--- config.mk ---
export PLATFORM = sky130hd
export DESIGN_NAME = ring_reply_consumer
export DESIGN_NICKNAME = d
export VERILOG_FILES = /design/src/rtl/ring_pkg.sv /design/src/rtl/ring_head_tracker.sv /design/src/rtl/ring_outstanding_ctr.sv /design/src/rtl/ring_entry_judge.sv /design/src/rtl/ring_fetch_fsm.sv /design/src/rtl/ring_reply_consumer.sv
export SDC_FILE = /design/constraint.sdc
export NUM_CORES = 1
export LEC_CHECK = 0
export BUFFER_PORTS_ARGS = -buffer_cell sky130_fd_sc_hd__buf_4
export CORE_ASPECT_RATIO = 1.1
export CORE_MARGIN = 2
export CORE_UTILIZATION = 40
export CTS_CLUSTER_SIZE = 24
export DETAILED_ROUTE_END_ITERATION = 12
export PLACE_DENSITY = 0.74
export SYNTH_ARGS = -nofsm -noshare
export SYNTH_HDL_FRONTEND = slang
export SYNTH_HIERARCHICAL = 1
export SYNTH_SLANG_ARGS = --single-unit
--- constraint.sdc ---
create_clock -name clk -period 3.5 [get_ports clk]
set_clock_uncertainty 0.15 [all_clocks]
set_input_delay 0.35 -clock clk [delete_from_list [all_inputs] [get_ports clk]]
set_output_delay 0.35 -clock clk [all_outputs]
set_load 0.02 [all_outputs]
--- src/rtl/ring_pkg.sv ---
package ring_pkg;

    typedef enum logic [2:0] {
        ST_IDLE,
        ST_DB_CLEAR,
        ST_DB_FLUSH,
        ST_MEM_ISSUE,
        ST_MEM_WAIT,
        ST_DELIVER
    } fetch_state_e;

    // Expected phase after reset: the producer's first lap marks entries with 1.
    localparam logic PHASE_AT_RESET = 1'b1;

endpackage

--- src/rtl/ring_head_tracker.sv ---
module ring_head_tracker #(
    parameter int RING_DEPTH = 8,
    parameter int IDX_W      = 3
) (
    input  logic             clk,
    input  logic             rst_n,
    input  logic             advance,
    output logic [IDX_W-1:0] head,
    output logic             phase
);
    localparam logic [IDX_W-1:0] LAST_IDX = IDX_W'(RING_DEPTH - 1);

    always_ff @(posedge clk) begin
        if (!rst_n) begin
            head  <= '0;
            phase <= ring_pkg::PHASE_AT_RESET;
        end else if (advance) begin
            if (head == LAST_IDX) begin
                head  <= '0;
                phase <= ~phase;
            end else begin
                head  <= head + 1'b1;
            end
        end
    end
endmodule

--- src/rtl/ring_outstanding_ctr.sv ---
module ring_outstanding_ctr #(
    parameter int MAX_COUNT = 8,
    parameter int CNT_W     = 4
) (
    input  logic             clk,
    input  logic             rst_n,
    input  logic             inc,
    input  logic             dec,
    output logic [CNT_W-1:0] count
);
    localparam logic [CNT_W-1:0] TOP = CNT_W'(MAX_COUNT);

    always_ff @(posedge clk) begin
        if (!rst_n) begin
            count <= '0;
        end else begin
            unique case ({inc, dec})
                2'b10:   if (count != TOP) count <= count + 1'b1;
                2'b01:   if (count != '0)  count <= count - 1'b1;
                default: count <= count;
            endcase
        end
    end
endmodule

--- src/rtl/ring_entry_judge.sv ---
module ring_entry_judge #(
    parameter int ENTRY_W = 64
) (
    input  logic [ENTRY_W-1:0] entry,
    input  logic               phase,
    output logic               fresh,
    output logic [ENTRY_W-1:0] shown
);
    always_comb begin
        fresh = (entry[0] == phase);
        shown = fresh ? entry : {ENTRY_W{1'b1}};
    end
endmodule

--- src/rtl/ring_fetch_fsm.sv ---
module ring_fetch_fsm
    import ring_pkg::*;
#(
    parameter int               REG_AW         = 8,
    parameter int               REG_DW         = 32,
    parameter logic [REG_AW-1:0] DB_CLEAR_ADDR  = 8'hA0,
    parameter logic [REG_AW-1:0] DB_STATUS_ADDR = 8'h9C,
    parameter logic [REG_DW-1:0] DB_CLEAR_VALUE = 32'h1
) (
    input  logic              clk,
    input  logic              rst_n,
    input  logic              fetch_valid,
    input  logic              msi_mode,
    input  logic              reg_ack,
    input  logic              mem_rvalid,
    output logic              fetch_ready,
    output logic              reg_req,
    output logic              reg_we,
    output logic [REG_AW-1:0] reg_addr,
    output logic [REG_DW-1:0] reg_wdata,
    output logic              mem_req,
    output logic              capture,
    output logic              deliver
);
    fetch_state_e state, state_nx;

    always_ff @(posedge clk) begin
        if (!rst_n) state <= ST_IDLE;
        else        state <= state_nx;
    end

    always_comb begin
        state_nx = state;
        unique case (state)
            ST_IDLE:      if (fetch_valid) state_nx = msi_mode ? ST_MEM_ISSUE : ST_DB_CLEAR;
            ST_DB_CLEAR:  if (reg_ack)     state_nx = ST_DB_FLUSH;
            ST_DB_FLUSH:  if (reg_ack)     state_nx = ST_MEM_ISSUE;
            ST_MEM_ISSUE:                  state_nx = ST_MEM_WAIT;
            ST_MEM_WAIT:  if (mem_rvalid)  state_nx = ST_DELIVER;
            ST_DELIVER:                    state_nx = ST_IDLE;
            default:                       state_nx = ST_IDLE;
        endcase
    end

    always_comb begin
        fetch_ready = 1'b0;
        reg_req     = 1'b0;
        reg_we      = 1'b0;
        reg_addr    = '0;
        reg_wdata   = '0;
        mem_req     = 1'b0;
        capture     = 1'b0;
        deliver     = 1'b0;
        unique case (state)
            ST_IDLE:      fetch_ready = 1'b1;
            ST_DB_CLEAR: begin
                reg_req   = 1'b1;
                reg_we    = 1'b1;
                reg_addr  = DB_CLEAR_ADDR;
                reg_wdata = DB_CLEAR_VALUE;
            end
            ST_DB_FLUSH: begin
                reg_req  = 1'b1;
                reg_addr = DB_STATUS_ADDR;
            end
            ST_MEM_ISSUE: mem_req = 1'b1;
            ST_MEM_WAIT:  capture = mem_rvalid;
            ST_DELIVER:   deliver = 1'b1;
            default:      fetch_ready = 1'b0;
        endcase
    end
endmodule

--- src/rtl/ring_reply_consumer.sv ---
module ring_reply_consumer #(
    parameter int               RING_DEPTH     = 8,
    parameter int               ENTRY_W        = 64,
    parameter int               REG_AW         = 8,
    parameter int               REG_DW         = 32,
    parameter logic [REG_AW-1:0] DB_CLEAR_ADDR  = 8'hA0,
    parameter logic [REG_AW-1:0] DB_STATUS_ADDR = 8'h9C,
    parameter logic [REG_DW-1:0] DB_CLEAR_VALUE = 32'h1,
    localparam int IDX_W = (RING_DEPTH > 1) ? $clog2(RING_DEPTH) : 1,
    localparam int CNT_W = $clog2(RING_DEPTH + 1)
) (
    input  logic               clk,
    input  logic               rst_n,
    input  logic               msi_mode,
    input  logic               fetch_valid,
    output logic               fetch_ready,
    output logic               result_valid,
    output logic               result_hit,
    output logic [ENTRY_W-1:0] result_data,
    input  logic               cmd_post,
    output logic [CNT_W-1:0]   outstanding,
    output logic [IDX_W-1:0]   ring_head,
    output logic               ring_phase,
    output logic               mem_req,
    output logic [IDX_W-1:0]   mem_addr,
    input  logic               mem_rvalid,
    input  logic [ENTRY_W-1:0] mem_rdata,
    output logic               reg_req,
    output logic               reg_we,
    output logic [REG_AW-1:0]  reg_addr,
    output logic [REG_DW-1:0]  reg_wdata,
    input  logic               reg_ack,
    input  logic [REG_DW-1:0]  intr_status,
    input  logic               db_status_bit,
    output logic               irq_pending
);
    logic               capture;
    logic               deliver;
    logic               fresh;
    logic               consume;
    logic [ENTRY_W-1:0] shown;
    logic [ENTRY_W-1:0] held_data;
    logic               held_hit;

    ring_fetch_fsm #(
        .REG_AW         (REG_AW),
        .REG_DW         (REG_DW),
        .DB_CLEAR_ADDR  (DB_CLEAR_ADDR),
        .DB_STATUS_ADDR (DB_STATUS_ADDR),
        .DB_CLEAR_VALUE (DB_CLEAR_VALUE)
    ) u_fsm (
        .clk         (clk),
        .rst_n       (rst_n),
        .fetch_valid (fetch_valid),
        .msi_mode    (msi_mode),
        .reg_ack     (reg_ack),
        .mem_rvalid  (mem_rvalid),
        .fetch_ready (fetch_ready),
        .reg_req     (reg_req),
        .reg_we      (reg_we),
        .reg_addr    (reg_addr),
        .reg_wdata   (reg_wdata),
        .mem_req     (mem_req),
        .capture     (capture),
        .deliver     (deliver)
    );

    ring_entry_judge #(.ENTRY_W(ENTRY_W)) u_judge (
        .entry (mem_rdata),
        .phase (ring_phase),
        .fresh (fresh),
        .shown (shown)
    );

    assign consume = capture & fresh;

    ring_head_tracker #(.RING_DEPTH(RING_DEPTH), .IDX_W(IDX_W)) u_head (
        .clk     (clk),
        .rst_n   (rst_n),
        .advance (consume),
        .head    (ring_head),
        .phase   (ring_phase)
    );

    ring_outstanding_ctr #(.MAX_COUNT(RING_DEPTH), .CNT_W(CNT_W)) u_ctr (
        .clk   (clk),
        .rst_n (rst_n),
        .inc   (cmd_post),
        .dec   (consume),
        .count (outstanding)
    );

    always_ff @(posedge clk) begin
        if (!rst_n) begin
            held_data <= '1;
            held_hit  <= 1'b0;
        end else if (capture) begin
            held_data <= shown;
            held_hit  <= fresh;
        end
    end

    assign mem_addr     = ring_head;
    assign result_valid = deliver;
    assign result_hit   = deliver & held_hit;
    assign result_data  = held_data;
    assign irq_pending  = (|intr_status) & (msi_mode | db_status_bit);
endmodule

# After elaboration in Yosys (flattened, before gate mapping)
# Index checks and enable logic that the tools add are counted.
# classes
n_addsub	3
eq_ne	16
reduce_logical	8
muxes	19
bitwise	5
# ops
operator	n
64-bit two-way mux	1
32-bit OR reduction	1
8-bit one-hot mux with 2 select lines	1
3-bit two-way mux	5
3-bit one-hot mux with 5 select lines	1
3-bit == test, second input constant	3
4-bit two-way mux	2
2-bit != test, second input constant	4
4-bit one-hot mux with 2 select lines	1
1-bit two-way mux	7
3-bit by 2-bit == test with 1-bit output, second input constant	2
4-bit by 1-bit adder with 4-bit output, second input constant	1
2-bit by 1-bit != test with 1-bit output, second input constant	2
4-bit != test, second input constant	1
4-bit AND reduction	1
4-bit nonzero test	1
4-bit by 1-bit subtractor with 4-bit output, second input constant	1
3-bit by 1-bit adder with 3-bit output, second input constant	1
1-bit AND	3
3-bit by 1-bit == test with 1-bit output, second input constant	1
3-bit logical NOT	1
3-bit AND reduction	1
2-bit by 1-bit == test with 1-bit output, second input constant	1
2-bit == test, second input constant	1
other kinds (7)	7
# word_totals
inputBits	104
output_inout_bits	122
ff_bits	76
elab_cells	57

# Depth between registers and ports, before layout
# depth
ltp_word	6
ltp_mapped	12

# By module
# The synthesis kept the hierarchy.
# by_module_without_submodules
module	cells_per_inst	n_inst	area_per_inst_um2
ring_reply_consumer	226	1	2421.1
ring_fetch_fsm	69	1	534.3
ring_entry_judge	75	1	500.5
ring_outstanding_ctr	32	1	275.3
ring_head_tracker	16	1	181.4

# Worst setup path before layout
# Ideal clock, no wire load.
# synth_timing
kind	register to register
start	reg u_head.phase
end	reg u_ctr.count[2]
arrival_ns	2.517
stages_incl_launch_ff	13
path_buffers	2
setup_slack_ns	0.741
setup_time_ns	0.092
t_required_ns	3.258
cell_sequence	dfxtp_1 -> inv_1 -> ha_1 -> buf_6 -> buf_6 -> inv_1 -> and2_1 -> or2b_1 -> xnor2_1 -> ha_1 -> nor4b_1 -> o32ai_1 -> o32ai_1
# synth_between
elab_chain_len	5
word_cells_on_any_way	9
classes_between	eq/ne: 5; mux: 1; bitwise: 1; reduce/logical: 2
# synth_lines
item	line	rtl
start: declaration	ring_head_tracker.sv:9	output logic phase
start signal: assignment	ring_head_tracker.sv:16	phase <= ring_pkg::PHASE_AT_RESET;
start signal: assignment	ring_head_tracker.sv:20	phase <= ~phase;
1-bit == test (*)	ring_entry_judge.sv:10	fresh = (entry[0] == phase);
net fresh	ring_reply_consumer.sv:39	logic fresh;
1-bit AND (*)	ring_reply_consumer.sv:75	assign consume = capture & fresh;
net consume	ring_reply_consumer.sv:40	logic consume;
2-bit by 1-bit == test with 1-bit output or 2-bit == test (tied branches)	ring_outstanding_ctr.sv:17	unique case ({inc, dec})
2-bit by 1-bit != test with 1-bit output (no line) or 2-bit nonzero test (tied branches)	-	
3-bit AND reduction (no line)	-	
end signal: assignment	ring_outstanding_ctr.sv:18	2'b10: if (count != TOP) count <= count + 1'b1;
end signal: assignment	ring_outstanding_ctr.sv:19	2'b01: if (count != '0) count <= count - 1'b1;
end signal: assignment	ring_outstanding_ctr.sv:20	default: count <= count;
end: declaration	ring_outstanding_ctr.sv:9	output logic [CNT_W-1:0] count
# Mark *: on every way through the listed nets, which the timed path passes. The rest lies on a longest branch.
# A chain may end at the register's enable or synchronous reset.

# Final worst setup path
# layout_timing
start	reg u_fsm.state[1]
end	reg u_ctr.count[2]
# layout_between
elab_chain_len	6
word_cells_on_any_way	10
classes_between	eq/ne: 5; mux: 2; bitwise: 1; reduce/logical: 2
# layout_lines
item	line	rtl
start: declaration	ring_fetch_fsm.sv:25	fetch_state_e state, state_nx;
start signal: assignment	ring_fetch_fsm.sv:29	else state <= state_nx;
3-bit == test (*)	ring_fetch_fsm.sv:54	unique case (state)
1-bit two-way mux (*)	ring_fetch_fsm.sv:54	
net capture	ring_reply_consumer.sv:37	logic capture;
1-bit AND (*)	ring_reply_consumer.sv:75	
net consume	ring_reply_consumer.sv:40	
2-bit by 1-bit == test with 1-bit output or 2-bit == test (tied branches)	ring_outstanding_ctr.sv:17	
2-bit by 1-bit != test with 1-bit output (no line) or 2-bit nonzero test (tied branches)	-	
3-bit AND reduction (no line)	-	
# Marked as above.

==> run metrics <==
# port buffers=191; DR pass1 iterations=4; final worst slack=0.845 ns; total gr overflow=0; CTS clk-pin slew, worst paths=0.07 ns; clk root buf=clkbuf_8; Critical Path Start Type=flop; Final Power=1.80 mW; CP Capture Type=flop; met1 GRT Util=18.2%; Seq/Total Area, Yosys=38.9%; Clock Power Share=30.1%; proportion of layout cells with a drive suffix above 1=36.1%; clock sinks=76; Post-Place Worst Slack=0.874 ns; hold path endpoint=result_data[48]; switching share of power=27.5%; area of the multi-input gates=0.00195 mm²; post-CTS sizing=0; first-pass GRT wire length=14400 µm; pin count of the biggest net entering global routing=76; gr usage total=16.8%; Total Nets Final=697; CTS buffer count=9; WP data arrival=2.74 ns; max-slew violation count=0; area occupied by registers=0.00152 mm²; Cell variety after synth=43; yosys warns=6; sequential power share=49.8%; Post-CTS Setup Repair Bufs=0; Hold Crit Start=mem_rdata[48]; Setup TNS=0 ns; met2 Usage GRT=30.6%; Hold WC Path Type=in -> reg; Power per Cell Area=343 mW/mm²; Initial Util=41.4%; initial antenna violation count=0; # IOs=226; antenna viol nets, final=0; Vias=3283; Clock Latency Late Sink=0.33 ns; gr busiest metal=met2; R2R depth=10; Routed WL=9230 µm; min Tclk post-route=2.65 ns; FF-to-FF setup slack=0.85 ns; actual slew at the worst max-slew pin=1.07 ns; Combinational Power Share=20.1%; FF-to-FF Start=u_fsm/state[1]; # diodes=0; Critical Path RT=3.58 ns; RSZ-0062 raised after global routing=no; htree depth=3; CTS tree=done; worst vdd ir=0.211 mV; Max Fanout on Critical Path=14; Post-synth ARST share=0%; vias in the first global route=3189; synthesized area per cell=9.36 µm²; EDFF count, synth=0; Switching Power=0.496 mW; WL per Instance=13.0 µm; MaxCap Viol Count=0; Post-synth top flop=dfxtp_1; row count=37; vias per cell=4.63; Mapped Cells=418; Residual DRC=0; utilization after layout=55.6%; Slew Limit Headroom=28.7%; reg2reg end=u_ctr/count[2]; core area=0.00944 mm²; Pint=1.31 mW; Worst Setup Path Type=reg -> reg; Final Hold Fails=0; die area=0.0106 mm²; hold_buf cts=0; Final period util=75.9%; Max clock buf depth=2; GPL Wtd Cong=0.835; flops & latches, synth=76; die width=98.3 µm; hold path depth=4; fill cell count=848; status=completed; FMAX=377 MHz; Area Overhead vs Synth=34.3%; die extent in y=108 µm; Leak=2.24 nW; synthesized area=0.00391 mm²; Setup Viol. Count Final=0; met3 Use GR=4.48%; HPWL Detailed=6800 µm; 1st-iter DRT viols=80
==> worst max path at each step <==
stage / from / to / slack, ns / depth (start not counted)
after floorplan: u_head/phase / u_ctr/count[2] / 0.74 / 12
after global placement: mem_rdata[0] / u_ctr/count[2] / 1.06 / 12
after detailed placement: u_fsm/state[1] / u_ctr/count[2] / 0.87 / 10
after CTS: u_fsm/state[1] / u_ctr/count[2] / 0.85 / 10
after global routing: u_fsm/state[0] / u_ctr/count[2] / 0.66 / 10
final: u_fsm/state[1] / u_ctr/count[2] / 0.85 / 10
==> synthesized netlist by cell type, types with 2 or more instances <==
cell type  number  area (µm²)
xor2_1          2        17.5
buf_6          10         113
ha_1            4        50.1
buf_8           4        60.1
clkbuf_1        6        22.5
inv_1           8        30.0
a21oi_1         5        25.0
nor2b_1         5        31.3
dfxtp_1        76        1520
nor3b_2         2        25.0
and3b_2         2        20.0
o21ai_0         2        10.0
nor4_1          8        50.1
nand4_1         2        12.5
nor3_1          3        15.0
o211ai_1        2        15.0
buf_2           3        15.0
o21a_1          3        22.5
nor2_1          4        15.0
o32ai_1         2        17.5
or2_1          63         394
nand2_1        69         259
mux2i_1        68         681
and2_1          2        12.5
xnor2_1         3        26.3
buf_4          43         323
==> cells in the final DEF, fill, tap and decap left out, types with 3 or more instances in the layout <==
cell type / instances
nand2_1: 69
xnor2_1: 3
o21a_1: 3
clkbuf_8: 9
buf_4: 194
clkbuf_1: 3
dfxtp_1: 76
nor4_1: 8
nor3_1: 3
a21oi_1: 5
mux2i_1: 68
nor2_1: 4
ha_1: 4
conb_1: 34
or2_1: 63
nor2b_1: 5
inv_1: 8
==> sequential cells by signal, summed over array words and instances (netlist names) <==
signal,flops
result_data,64
u_ctr/count,4
u_fsm/state,3
u_head/head,3
held_hit,1
u_head/phase,1
==> routing by layer <==
| metal | part of all wire (%) | vias up |
|---|---|---|
| li1 | - | 1634 |
| met1 | 39 | 1483 |
| met2 | 51 | 148 |
| met3 | 7.9 | 18 |
| met4 | 2.0 | 0 |
| met5 | 0 | - |
==> critical path, cell delays in order, from the launching register on <==
cell,delay [ns]
dfxtp_1,0.40
nor2_1,0.28
and3_4,0.22
and2_1,0.11
buf_4,0.18
or2b_1,0.25
xnor2_1,0.12
ha_1,0.19
nor4b_1,0.36
o32ai_1,0.14
o32ai_1,0.13
==> final cells by class <==
type                            instances  share of cell area (%)
Clock buffer                           12                    2.57
Timing Repair Buffer                  194                    27.7
Tap cell                              117                    2.79
Multi-Input combinational cell        299                    37.1
Clock inverter                          2                   0.262
Inverter                                9                   0.643
Sequential cell                        76                    29.0
==> cells by family after synthesis <==
| logic type | after synthesis | synth area share [%] |
|---|---|---|
| mux | 69 | 17.7 |
| simple gates | 169 | 23.2 |
| flops | 76 | 38.9 |
| other cells | 1 | 0.0958 |
| compound gates | 18 | 3.13 |
| buf+inv | 76 | 14.6 |
| fa+ha+maj | 4 | 1.28 |
| xor+xnor | 5 | 1.12 |
==> power groups by stage <==
stage | Combinational, mW | Sequential, mW | Clock [mW]
after floorplan | 0.263 | 0.913 | 0
after global placement | 0.358 | 0.914 | 0
after detailed placement | 0.362 | 0.916 | 0
after CTS | 0.364 | 0.896 | 0.570
after global routing | 0.389 | 0.899 | 0.608
final | 0.361 | 0.897 | 0.543
==> metrics by stage <==
stage,cell area (µm²),cells,hold slack (ns)
final,5260,709,0.160
after global routing,5260,709,0.145
after CTS,5260,709,0.133
after detailed placement,5110,695,0.313
after global placement,5110,695,0.305
after floorplan,4040,451,0.276
Power figures use the tool's default switching activity.
